[src/rtl/wcg_pkg.sv]
package wcg_pkg;

    typedef enum logic [2:0] {
        CMD_NONE  = 3'd0,
        CMD_READ  = 3'd1,
        CMD_WRITE = 3'd2,
        CMD_WRALL = 3'd3,
        CMD_ERASE = 3'd4,
        CMD_ERALL = 3'd5,
        CMD_WEN   = 3'd6,
        CMD_WDS   = 3'd7
    } cmd_class_e;

    typedef struct packed {
        logic commit;
        logic cancel;
    } verdict_t;

    // Frames of these classes must be length-checked at select fall.
    function automatic logic is_guarded(cmd_class_e c);
        return (c != CMD_NONE) && (c != CMD_READ);
    endfunction

    // Classes whose frame carries a data word after the address.
    function automatic logic carries_data(cmd_class_e c);
        return (c == CMD_WRITE) || (c == CMD_WRALL);
    endfunction

    // Start bit + two opcode bits + address (+ data word).
    function automatic int unsigned frame_len(int unsigned aw, int unsigned dw, logic with_data);
        return with_data ? (aw + dw + 3) : (aw + 3);
    endfunction

endpackage

[src/rtl/wcg_edge_tally.sv]
module wcg_edge_tally #(
    parameter int CNT_W = 5
) (
    input  logic             clk,
    input  logic             rst,
    input  logic             sel,
    input  logic             sclk_rise,
    input  logic             start_seen,
    output logic [CNT_W-1:0] cnt
);
    localparam logic [CNT_W-1:0] CNT_MAX = '1;

    always_ff @(posedge clk) begin
        if (rst || !sel) begin
            cnt <= '0;
        end else if (sclk_rise && start_seen && (cnt != CNT_MAX)) begin
            cnt <= cnt + 1'b1;
        end
    end
endmodule

[src/rtl/wcg_frame_end.sv]
module wcg_frame_end (
    input  logic clk,
    input  logic rst,
    input  logic sel,
    output logic frame_end
);
    logic sel_q;

    always_ff @(posedge clk) begin
        if (rst) begin
            sel_q <= 1'b0;
        end else begin
            sel_q <= sel;
        end
    end

    assign frame_end = sel_q && !sel;
endmodule

[src/rtl/wcg_len_judge.sv]
module wcg_len_judge
    import wcg_pkg::*;
#(
    parameter int CNT_W     = 5,
    parameter int LONG_LEN  = 25,
    parameter int SHORT_LEN = 9
) (
    input  logic             clk,
    input  logic             rst,
    input  logic             frame_end,
    input  cmd_class_e       cls,
    input  logic [CNT_W-1:0] cnt,
    output verdict_t         verdict
);
    localparam logic [CNT_W-1:0] LONG_C  = CNT_W'(LONG_LEN);
    localparam logic [CNT_W-1:0] SHORT_C = CNT_W'(SHORT_LEN);

    verdict_t         verdict_d;
    logic [CNT_W-1:0] target;

    always_comb begin
        verdict_d = '0;
        target    = carries_data(cls) ? LONG_C : SHORT_C;
        if (frame_end && is_guarded(cls)) begin
            if (cnt == target) begin
                verdict_d.commit = 1'b1;
            end else begin
                verdict_d.cancel = 1'b1;
            end
        end
    end

    always_ff @(posedge clk) begin
        if (rst) begin
            verdict <= '0;
        end else begin
            verdict <= verdict_d;
        end
    end
endmodule

[src/rtl/wr_clk_guard.sv]
module wr_clk_guard
    import wcg_pkg::*;
#(
    parameter int ADDR_W = 6,
    parameter int DATA_W = 16
) (
    input  logic       clk,
    input  logic       rst,
    input  logic       sel,
    input  logic       sclk_rise,
    input  logic       start_seen,
    input  logic [2:0] cmd_class,
    output logic       commit,
    output logic       cancel
);
    localparam int LONG_LEN  = int'(frame_len(ADDR_W, DATA_W, 1'b1));
    localparam int SHORT_LEN = int'(frame_len(ADDR_W, DATA_W, 1'b0));
    // Headroom above the longest frame so saturation never equals it.
    localparam int CNT_W     = $clog2(LONG_LEN + 2);

    logic [CNT_W-1:0] cnt_q;
    logic             frame_end;
    verdict_t         verdict;

    wcg_edge_tally #(.CNT_W(CNT_W)) tally_i (
        .clk        (clk),
        .rst        (rst),
        .sel        (sel),
        .sclk_rise  (sclk_rise),
        .start_seen (start_seen),
        .cnt        (cnt_q)
    );

    wcg_frame_end fend_i (
        .clk       (clk),
        .rst       (rst),
        .sel       (sel),
        .frame_end (frame_end)
    );

    wcg_len_judge #(
        .CNT_W     (CNT_W),
        .LONG_LEN  (LONG_LEN),
        .SHORT_LEN (SHORT_LEN)
    ) judge_i (
        .clk       (clk),
        .rst       (rst),
        .frame_end (frame_end),
        .cls       (cmd_class_e'(cmd_class)),
        .cnt       (cnt_q),
        .verdict   (verdict)
    );

    assign commit = verdict.commit;
    assign cancel = verdict.cancel;
endmodule

[config.mk]
export PLATFORM = sky130hd
export DESIGN_NAME = wr_clk_guard
export DESIGN_NICKNAME = d
export VERILOG_FILES = /design/src/rtl/wcg_pkg.sv /design/src/rtl/wcg_edge_tally.sv /design/src/rtl/wcg_frame_end.sv /design/src/rtl/wcg_len_judge.sv /design/src/rtl/wr_clk_guard.sv
export SDC_FILE = /design/constraint.sdc
export NUM_CORES = 1
export LEC_CHECK = 0
export ABC_AREA = 1
export CAP_MARGIN = 15
export CORE_AREA = 5 5 42 44
export DETAILED_ROUTE_END_ITERATION = 8
export DIE_AREA = 0 0 47 49
export DONT_BUFFER_PORTS = 1
export SLEW_MARGIN = 20
export SYNTH_ARGS = -nofsm -noshare
export SYNTH_HDL_FRONTEND = slang
export SYNTH_SLANG_ARGS = --single-unit
[constraint.sdc]
create_clock -name clk -period 1.55 [get_ports clk]
set_input_delay 0.31 -clock clk [delete_from_list [all_inputs] [get_ports clk]]
set_output_delay 0.31 -clock clk [all_outputs]
set_load 0.005 [all_outputs]
==> results of run 1 <==
-- synthesized netlist by cell type, drive strengths merged --
cell type	n	area [um2]
nor3	1	10.0
dfxtp	8	160
nand3b	1	7.51
inv	12	45.0
nand3	3	15.0
o21ai	1	5.00
nor2	9	43.8
ha	3	37.5
nand2	19	71.3
a21oi	4	20.0
-- per-stage QoR --
stage,util [%],worst slack (ps),area [um2],power (uW)
after global placement,31.6,189,443,243
after floorplan,-,247,415,237
after detailed placement,31.6,168,443,244
after global routing,33.8,49.5,473,427
after CTS,33.2,159,465,404
final,33.8,255,473,401
-- metal layers --
| metal | GRT usage, % | wire [um] | up-vias |
|---|---|---|---|
| li1 | - | - | 192 |
| met1 | 11.5 | 304 | 147 |
| met2 | 12.2 | 380 | 4 |
| met3 | 4.43 | 25 | 4 |
| met4 | 8.29 | 34 | 0 |
| met5 | 0 | 0 | - |
-- cell type report --
type / count / share of cell area, %
multi-input cells: 41 / 46.0
well taps: 16 / 4.23
flip-flops and latches: 8 / 33.9
repair buffers: 1 / 1.59
inverters: 12 / 9.52
clock buffers: 3 / 4.76
-- state kept, by name (all words and copies together), names as in the netlist --
| register | count |
|---|---|
| tally_i.cnt | 5 |
| judge_i.verdict | 2 |
| fend_i.sel_q | 1 |
-- path summary, 6_finish.rpt --
| check | startpoint | endpoint | cells after the start |
|---|---|---|---|
| hold / removal | rst | judge_i.verdict[1]$_SDFF_PP0_ | 3 |
| setup reg to reg | tally_i.cnt[0]$_SDFFE_PP0P_ | tally_i.cnt[3]$_SDFFE_PP0P_ | 8 |
| setup / recovery | tally_i.cnt[0]$_SDFFE_PP0P_ | tally_i.cnt[3]$_SDFFE_PP0P_ | 8 |
| hold reg to reg | tally_i.cnt[2]$_SDFFE_PP0P_ | tally_i.cnt[2]$_SDFFE_PP0P_ | 2 |
-- power by group through the flow --
stage / registers (uW) / clock network [uW] / logic, uW
final: 213 / 161 / 26.5
after global routing: 213 / 181 / 32.2
after CTS: 213 / 164 / 26.7
after detailed placement: 217 / 0 / 26.5
after global placement: 217 / 0 / 26.1
after floorplan: 217 / 0 / 20.3
-- what timing repair did --
action                     CTS  global route
setup endpoints to repair    0             2
hold endpoints to repair     0             0
buffers inserted             0             0
resized for setup            0             2
-- cells by family after synthesis --
| family | Yosys count |
|---|---|
| adders and majority gates | 3 |
| buffers and inverters | 12 |
| and+or+nand+nor | 33 |
| AOI/OAI and AO/OA | 5 |
| DFF | 8 |
-- worst max-delay path: stages, from the launching register on --
cell and delay [ps]:
dfxtp_1 310, ha_1 200, inv_1 70, nor2_1 50, ha_2 180, nor2_4 170
nand3_1 100, nand2_1 70, nor2_1 30
==> results.ini, run 1 <==
[status]
outcome = completed

[clock_tree]
postCtsHoldBufs = 0
clk_pin_slew_ps = 50
cts_buffers = 3
clock_latency_ps = 250
cts_buffer_depth = 2
cts_sinks = 8
h-tree-depth = 1
cts_tree = yes
root_buffer = clkbuf_4

[route]
firstDrtPassIters = 2
num_vias = 347
drcViolationCount = 0
ant_nets = 0
via_per_inst = 4.28
wirelength_um = 745
first_iter_violations = 4
wire_per_inst_um = 9.20

[yosys]
synth_simple_gate_area_share_pct = 35.5
synth_cell_types = 13
synth_xor_area_share_pct = 0
yosysWarnings = 0
yosysSeqAreaShare_pct = 38.6
ys_ff_latch = 8
synth_cells = 61
synth_area_per_cell_um2 = 6.81
synthMuxAreaShare_pct = 0
synthesis.nets = 72
synth_top_family_by_area = simple AND/OR/NAND/NOR gates
syn_area_um2 = 415
synth_compound_area_share_pct = 6.02
synth_fa_ha_area_share_pct = 9.04

[layout]
nFillCells = 164
most-common-layout-cells = nand2_1, inv_1, dfxtp_1
final_common_cell = nand2_1
instances_no_fill = 81
syn_to_final_growth_pct = 13.9
drive_gt1_share_pct = 15.4
multiInputGateArea_um2 = 218
ff_latch_area_um2 = 160
n_antenna_cell = 0
nNetsFinal = 78

[critical_path]
startpoint_type = register
path_class = register to register
crit_required_ps = 1700
crit_fanout = 6
r2r_slack_ps = 250
critPathArrivalTime_ps = 1440
endpoint_kind = register

[pwr]
p_sw_share_pct = 22.8
p_switching_uw = 91.3
comb_power_share_pct = 6.6
p_int_uw = 309
pwr-share-seq_pct = 53.1
powerDensity_nw_per_um2 = 847
p_leak_uw = 0.000203
p_clk_share_pct = 40.3
ir_drop_mv = 0.438

[die]
rows = 14
die_area_um2 = 2300
dieWidth_um = 47
initial_utilization_pct = 29.6
io_pins = 10
die_h_um = 49
coreArea_um2 = 1400

[sta]
fmaxAchievable_mhz = 772
worstMarginPinSlew_ps = 155
finalHoldViolations = 0
period_minus_slack_ps = 1300
setup_violations = 0
skew_ps = 1.77
rsz0062_at_grt = false
maxSlewViolCount = 0
fin_tns_setup_ps = 0
hold_slack_ps = 192
min_period_over_period_pct = 83.6
slew-limit-headroom_pct = 89.6

[min_path]
hold_class = input pin to register

[global_route]
track_usage_pct = 9.60
grt_max_degree = 7
grt_first_pass_wirelength_mm = 1.52
antenna_found_initial = 0
grt.overflow.total = 0
grt_pass1_vias = 356

[placed_design]
hpwl_um = 592
gp_congestion = 0.736
io_buffers = 0
dp.cells = 78

[job]
drv_cap = 0

Power figures use the tool's default switching activity.
==> run 2: changes to the inputs <==
clock period = 1.2 ns   (was 1.55 ns; I/O delays follow)
==> run 2 against run 1 <==
Against the previous run: critical path depth shrank 1; the run now ends with negative setup slack left; die area is the same; total power grew 32%; largest power group unchanged; cell area grew 18%; clock skew is essentially flat.
==> results.ini, run 2 (synthesis gave the netlist of run 1 again) <==
[global_route]
grt_first_pass_wirelength_mm = 1.30  ; -14%
grt.overflow.total = 0  ; unchanged
track_usage_pct = 8.05  ; -1.5 points
antenna_found_initial = 0  ; unchanged
grt_pass1_vias = 307  ; -14%
grt_max_degree = 7  ; unchanged

[sta]
fmaxAchievable_mhz = 820  ; +6.2%
skew_ps = 1.69  ; -0.0848 ps
rsz0062_at_grt = true
postLayoutSetupSlackWorst_ps = -19.1  ; -274 ps
min_period_over_period_pct = 102  ; +18 points
slew-limit-headroom_pct = 87.9  ; -1.7 points
setup_violations = 2  ; +2
worstMarginPinSlew_ps = 181  ; +26.7 ps
period_minus_slack_ps = 1220  ; -76.0 ps
maxSlewViolCount = 0  ; unchanged
finalHoldViolations = 0  ; unchanged

[clock_tree]
cts_buffers = 3  ; unchanged
clock_latency_ps = 250  ; about the same
cts_sinks = 8  ; unchanged
clk_pin_slew_ps = 60  ; about the same
h-tree-depth = 1  ; unchanged
root_buffer = clkbuf_4
cts_tree = yes
cts_buffer_depth = 2  ; unchanged

[critical_path]
crit_fanout = 6  ; unchanged
worstRegToRegCells = 7  ; -1
path_class = register to register
critPathArrivalTime_ps = 1370  ; -70 ps
endpoint_kind = register
crit_required_ps = 1350  ; -350 ps
startpoint_type = register

[route]
wirelength_um = 774  ; +3.9%
firstDrtPassIters = 4  ; +2
met3WireLength_um = 42  ; +68%
via_per_inst = 4.46  ; +4.2%
wire_per_inst_um = 9.21  ; +0.18%
ant_nets = 0  ; unchanged
drcViolationCount = 0  ; unchanged
met2_length_um = 402  ; +5.8%
num_vias = 375  ; +8.1%
maxUsedRoutingLayer = met3
first_iter_violations = 7  ; +3
routedLengthMet1_um = 329  ; +8.2%

[die]
io_pins = 10  ; unchanged
initial_utilization_pct = 29.6  ; unchanged
dieWidth_um = 47  ; unchanged
rows = 14  ; unchanged
die_area_um2 = 2300  ; unchanged
die_h_um = 49  ; unchanged
coreArea_um2 = 1400  ; unchanged

[layout]
final_common_cell = nand2_1
reg.largest.list = tally_i.cnt x5, judge_i.verdict x2, fend_i.sel_q x1
most-common-layout-cells = nand2_1, inv_1, nor2_1, dfxtp_1, buf_4
syn_to_final_growth_pct = 34.3
nNetsFinal = 81  ; +3.8%
regMostFlops = tally_i.cnt
n_antenna_cell = 0  ; unchanged
largest_register_ffs = 5  ; unchanged
finalInstanceArea_um2 = 558  ; +18%
utilization_pct = 39.8  ; +6.1 points
nFillCells = 152  ; -7.3%
multiInputGateArea_um2 = 275  ; +26%
drive_gt1_share_pct = 35.3  ; +20 points
ff_latch_area_um2 = 163  ; +1.6%

[job]
drv_cap = 0  ; unchanged

[pwr]
p_leak_uw = 0.000220  ; +8.6%
powerDensity_nw_per_um2 = 947  ; +12%
ir_drop_mv = 0.475  ; +8.6%

[status]
outcome = finished with violations
violations = negative setup slack

[min_path]
hold_class = input pin to register
hold_depth = 3  ; unchanged

[placed_design]
io_buffers = 0  ; unchanged
gp_congestion = 0.729  ; -0.96%
hpwl_um = 573  ; -3.3%
placed_area_um2 = 480  ; +8.5%

-- run 2: cell types whose count changed in the layout (fill, tap and decap cells not counted), moves of 2 or more --
cell and delta:
a21oi_2 +3, dfxtp_1 -2, ha_4 +2, inv_1 -2, dfxtp_2 +2, buf_4 +3, a21oi_1 -3
-- run 2: final timing paths --
check / slack, ps / from / end
max reg2reg: -20 / tally_i.cnt[0]$_SDFFE_PP0P_ / tally_i.cnt[1]$_SDFFE_PP0P_
max: -20 / tally_i.cnt[0]$_SDFFE_PP0P_ / tally_i.cnt[1]$_SDFFE_PP0P_
min reg2reg: 520 / fend_i.sel_q$_SDFF_PP0_ / judge_i.verdict[1]$_SDFF_PP0_
min: 130 / rst / judge_i.verdict[1]$_SDFF_PP0_
-- run 2: final cells by class --
class / count / area share (%)
well taps: 16 / 3.59
clock buffers: 3 / 4.04
multi-input cells: 41 / 49.3
flip-flops and latches: 8 / 29.1
repair buffers: 4 / 5.38
inverters: 12 / 8.52
-- run 2: routing by layer --
layer  track usage (%)  vias to the layer above
li1                  -                      199
met1              10.2                      168
met2              10.6                        8
met3              4.43                        0
met4              4.15                        0
met5                 0                        -
-- run 2: per-stage QoR --
stage | hold WS (ps) | setup WS, ps | power, uW | cells | setup TNS (ps)
2_1_floorplan | 378 | 15.8 | 310 | 61 | 0
3_3_place_gp | 384 | -43.7 | 319 | 80 | -147
3_5_place_dp | 388 | -41.8 | 319 | 80 | -163
4_1_cts | 126 | -28.1 | 531 | 83 | -61.4
5_1_grt | 127 | -94.7 | 562 | 84 | -327
6_report | 128 | -19.1 | 529 | 84 | -20.1
-- run 2: worst max-delay path: stages, from the launching register on --
cell,delay [ps]
dfxtp_2,330
ha_4,160
inv_4,60
nor2_4,30
ha_4,160
nor2_4,180
buf_4,150
a21oi_2,40
-- run 2: what timing repair did --
action	in CTS	in global routing
endpoints found under the setup margin	5	5
buffers inserted	0	1
hold buffers	0	0
gates cloned	0	0
pin swaps	6	3
gates resized for setup	3	9
-- run 2: where the power goes --
part	total, uW	internal, uW	switching, uW
registers	276	272	4.22
clock network	207	115	92.0
logic	45.8	19.7	26.1
==> run 3: changes to the inputs <==
clock period = 1 ns   (was 1.2 ns; I/O delays follow)
==> run 3 against run 2 <==
Against the previous run: the run still ends with negative setup slack left; cell count increased by 2.4%; highest routed layer is now met4; total power increased by 23%; first-iteration DRC count decreased by 100%; critical path type unchanged; worst setup slack got worse by 230 ps; hold slack got worse by 33 ps; die area unchanged; fmax decreased by 2.4%; clock skew increased by 12 ps; clock power increased by 31%; largest power group unchanged; sequential power increased by 19%.
==> results.ini, run 3 (synthesis gave the netlist of run 1 again) <==
[critical_path]
path_class = register to register
crit_required_ps = 1140  ; -210 ps
startpoint_type = register
endpoint_kind = register
critPathArrivalTime_ps = 1390  ; +20 ps
crit_fanout = 6  ; unchanged

[layout]
largest_register_ffs = 5  ; unchanged
finalInstanceArea_um2 = 553  ; -0.90%
regMostFlops = tally_i.cnt
drive_gt1_share_pct = 37.1  ; +1.8 points
reg.largest.list = tally_i.cnt x5, judge_i.verdict x2, fend_i.sel_q x1
syn_to_final_growth_pct = 33.1
final_common_cell = nand2_1
n_antenna_cell = 0  ; unchanged
nNetsFinal = 82  ; +1.2%
nFillCells = 161  ; +5.9%
most-common-layout-cells = nand2_1, inv_1, dfxtp_1

[global_route]
grt.overflow.total = 0  ; unchanged
track_usage_pct = 8.82  ; +0.77 points
antenna_found_initial = 0  ; unchanged
grt_max_degree = 7  ; unchanged
grt_first_pass_wirelength_mm = 1.46  ; +12%
grt_pass1_vias = 366  ; +19%

[die]
dieWidth_um = 47  ; unchanged
rows = 14  ; unchanged
initial_utilization_pct = 29.6  ; unchanged
coreArea_um2 = 1400  ; unchanged
die_area_um2 = 2300  ; unchanged
io_pins = 10  ; unchanged
die_h_um = 49  ; unchanged

[route]
drcViolationCount = 0  ; unchanged
first_iter_violations = 0  ; -7
via_per_inst = 4.19  ; -6.2%
wire_per_inst_um = 8.86  ; -3.8%
firstDrtPassIters = 1  ; -3
wirelength_um = 762  ; -1.6%
ant_nets = 0  ; unchanged
num_vias = 360  ; -4.0%

[pwr]
finalPower_uw = 652  ; +23%
powerDensity_nw_per_um2 = 1180  ; +24%
ir_drop_mv = 0.589  ; +24%
p_leak_uw = 0.000227  ; +2.8%

[sta]
min_period_over_period_pct = 125  ; +23 points
period_minus_slack_ps = 1250  ; +29.9 ps
fmaxAchievable_mhz = 801  ; -2.4%
worstMarginPinSlew_ps = 181  ; -0.00989 ps
postLayoutSetupSlackWorst_ps = -249  ; -230 ps
finalHoldViolations = 0  ; unchanged
maxSlewViolCount = 0  ; unchanged
setup_violations = 7  ; +5
slew-limit-headroom_pct = 87.9  ; about the same
rsz0062_at_grt = true
skew_ps = 13.7  ; +12.0 ps

[placed_design]
placed_area_um2 = 498  ; +3.6%
io_buffers = 0  ; unchanged
hpwl_um = 615  ; +7.4%
gp_congestion = 0.763  ; +4.6%

[clock_tree]
cts_buffer_depth = 2  ; unchanged
clk_pin_slew_ps = 60  ; about the same
cts_buffers = 3  ; unchanged
clock_latency_ps = 260  ; about the same
root_buffer = clkbuf_4
cts_tree = yes
postCtsSetupRepairBufs = 0  ; unchanged
h-tree-depth = 1  ; unchanged
cts_sinks = 8  ; unchanged
postCtsHoldBufs = 0  ; unchanged

[job]
drv_cap = 0  ; unchanged

[status]
outcome = finished with violations
violations = negative setup slack

[min_path]
hold_class = input pin to register

==> run 3: per-layer routing <==
layer | up-vias | GRT usage, % | wire length [um]
li1 | 201 | - | -
met1 | 153 | 10.6 | 312
met2 | 4 | 12.7 | 409
met3 | 2 | 5.54 | 31
met4 | 0 | 2.76 | 9
met5 | - | 0 | 0
==> run 3: timing repair <==
action                                  4_1_cts  5_1_grt
endpoints found under the setup margin        7        7
resized for setup                             3        5
pin swaps                                     4        4
==> run 3: power breakdown <==
group          internal [uW]  switching, uW  total (uW)
Clock                    153            119         272
Combinational           21.4           29.9        51.4
Sequential               324           4.18         329
Total                    499            153         652
==> run 3: stage by stage <==
step	worst slack [ps]	setup TNS [ps]	std cells	util, %	hold WS, ps
3_3_place_gp	-216	-1130	82	35.5	345
3_5_place_dp	-223	-1150	82	35.5	349
6_report	-249	-1120	86	39.5	95.0
4_1_cts	-229	-1210	86	38.3	89.2
5_1_grt	-342	-1820	86	39.5	93.1
2_1_floorplan	-149	-669	61	-	338
==> run 3: worst max-delay path, cell delays in order, from the launching register on <==
cell and delay [ps]:
dfxtp_4 350, ha_4 150, inv_2 50, nor2_2 30, ha_2 190, nor2_4 190, nand3_2 70, nand2_1 60
nor2_1 40
==> run 3: final cells by class <==
| class | count | area [um2] | area share [%] |
|---|---|---|---|
| clock buffers | 4 | 26.3 | 4.75 |
| repair buffers | 5 | 37.5 | 6.79 |
| inverters | 12 | 45.0 | 8.14 |
| flip-flops and latches | 8 | 165 | 29.9 |
| well taps | 16 | 20.0 | 3.62 |
| multi-input cells | 41 | 259 | 46.8 |
==> run 3: final timing paths <==
| check | startpoint | endpoint | slack, ps | cells past startpoint |
|---|---|---|---|---|
| worst max-delay path | tally_i.cnt[0]$_SDFFE_PP0P_ | tally_i.cnt[3]$_SDFFE_PP0P_ | -250 | 8 |
| worst min-delay path | rst | judge_i.verdict[1]$_SDFF_PP0_ | 90 | 3 |
| worst max register to register | tally_i.cnt[0]$_SDFFE_PP0P_ | tally_i.cnt[3]$_SDFFE_PP0P_ | -250 | 8 |
| worst min register to register | fend_i.sel_q$_SDFF_PP0_ | judge_i.verdict[1]$_SDFF_PP0_ | 540 | 4 |
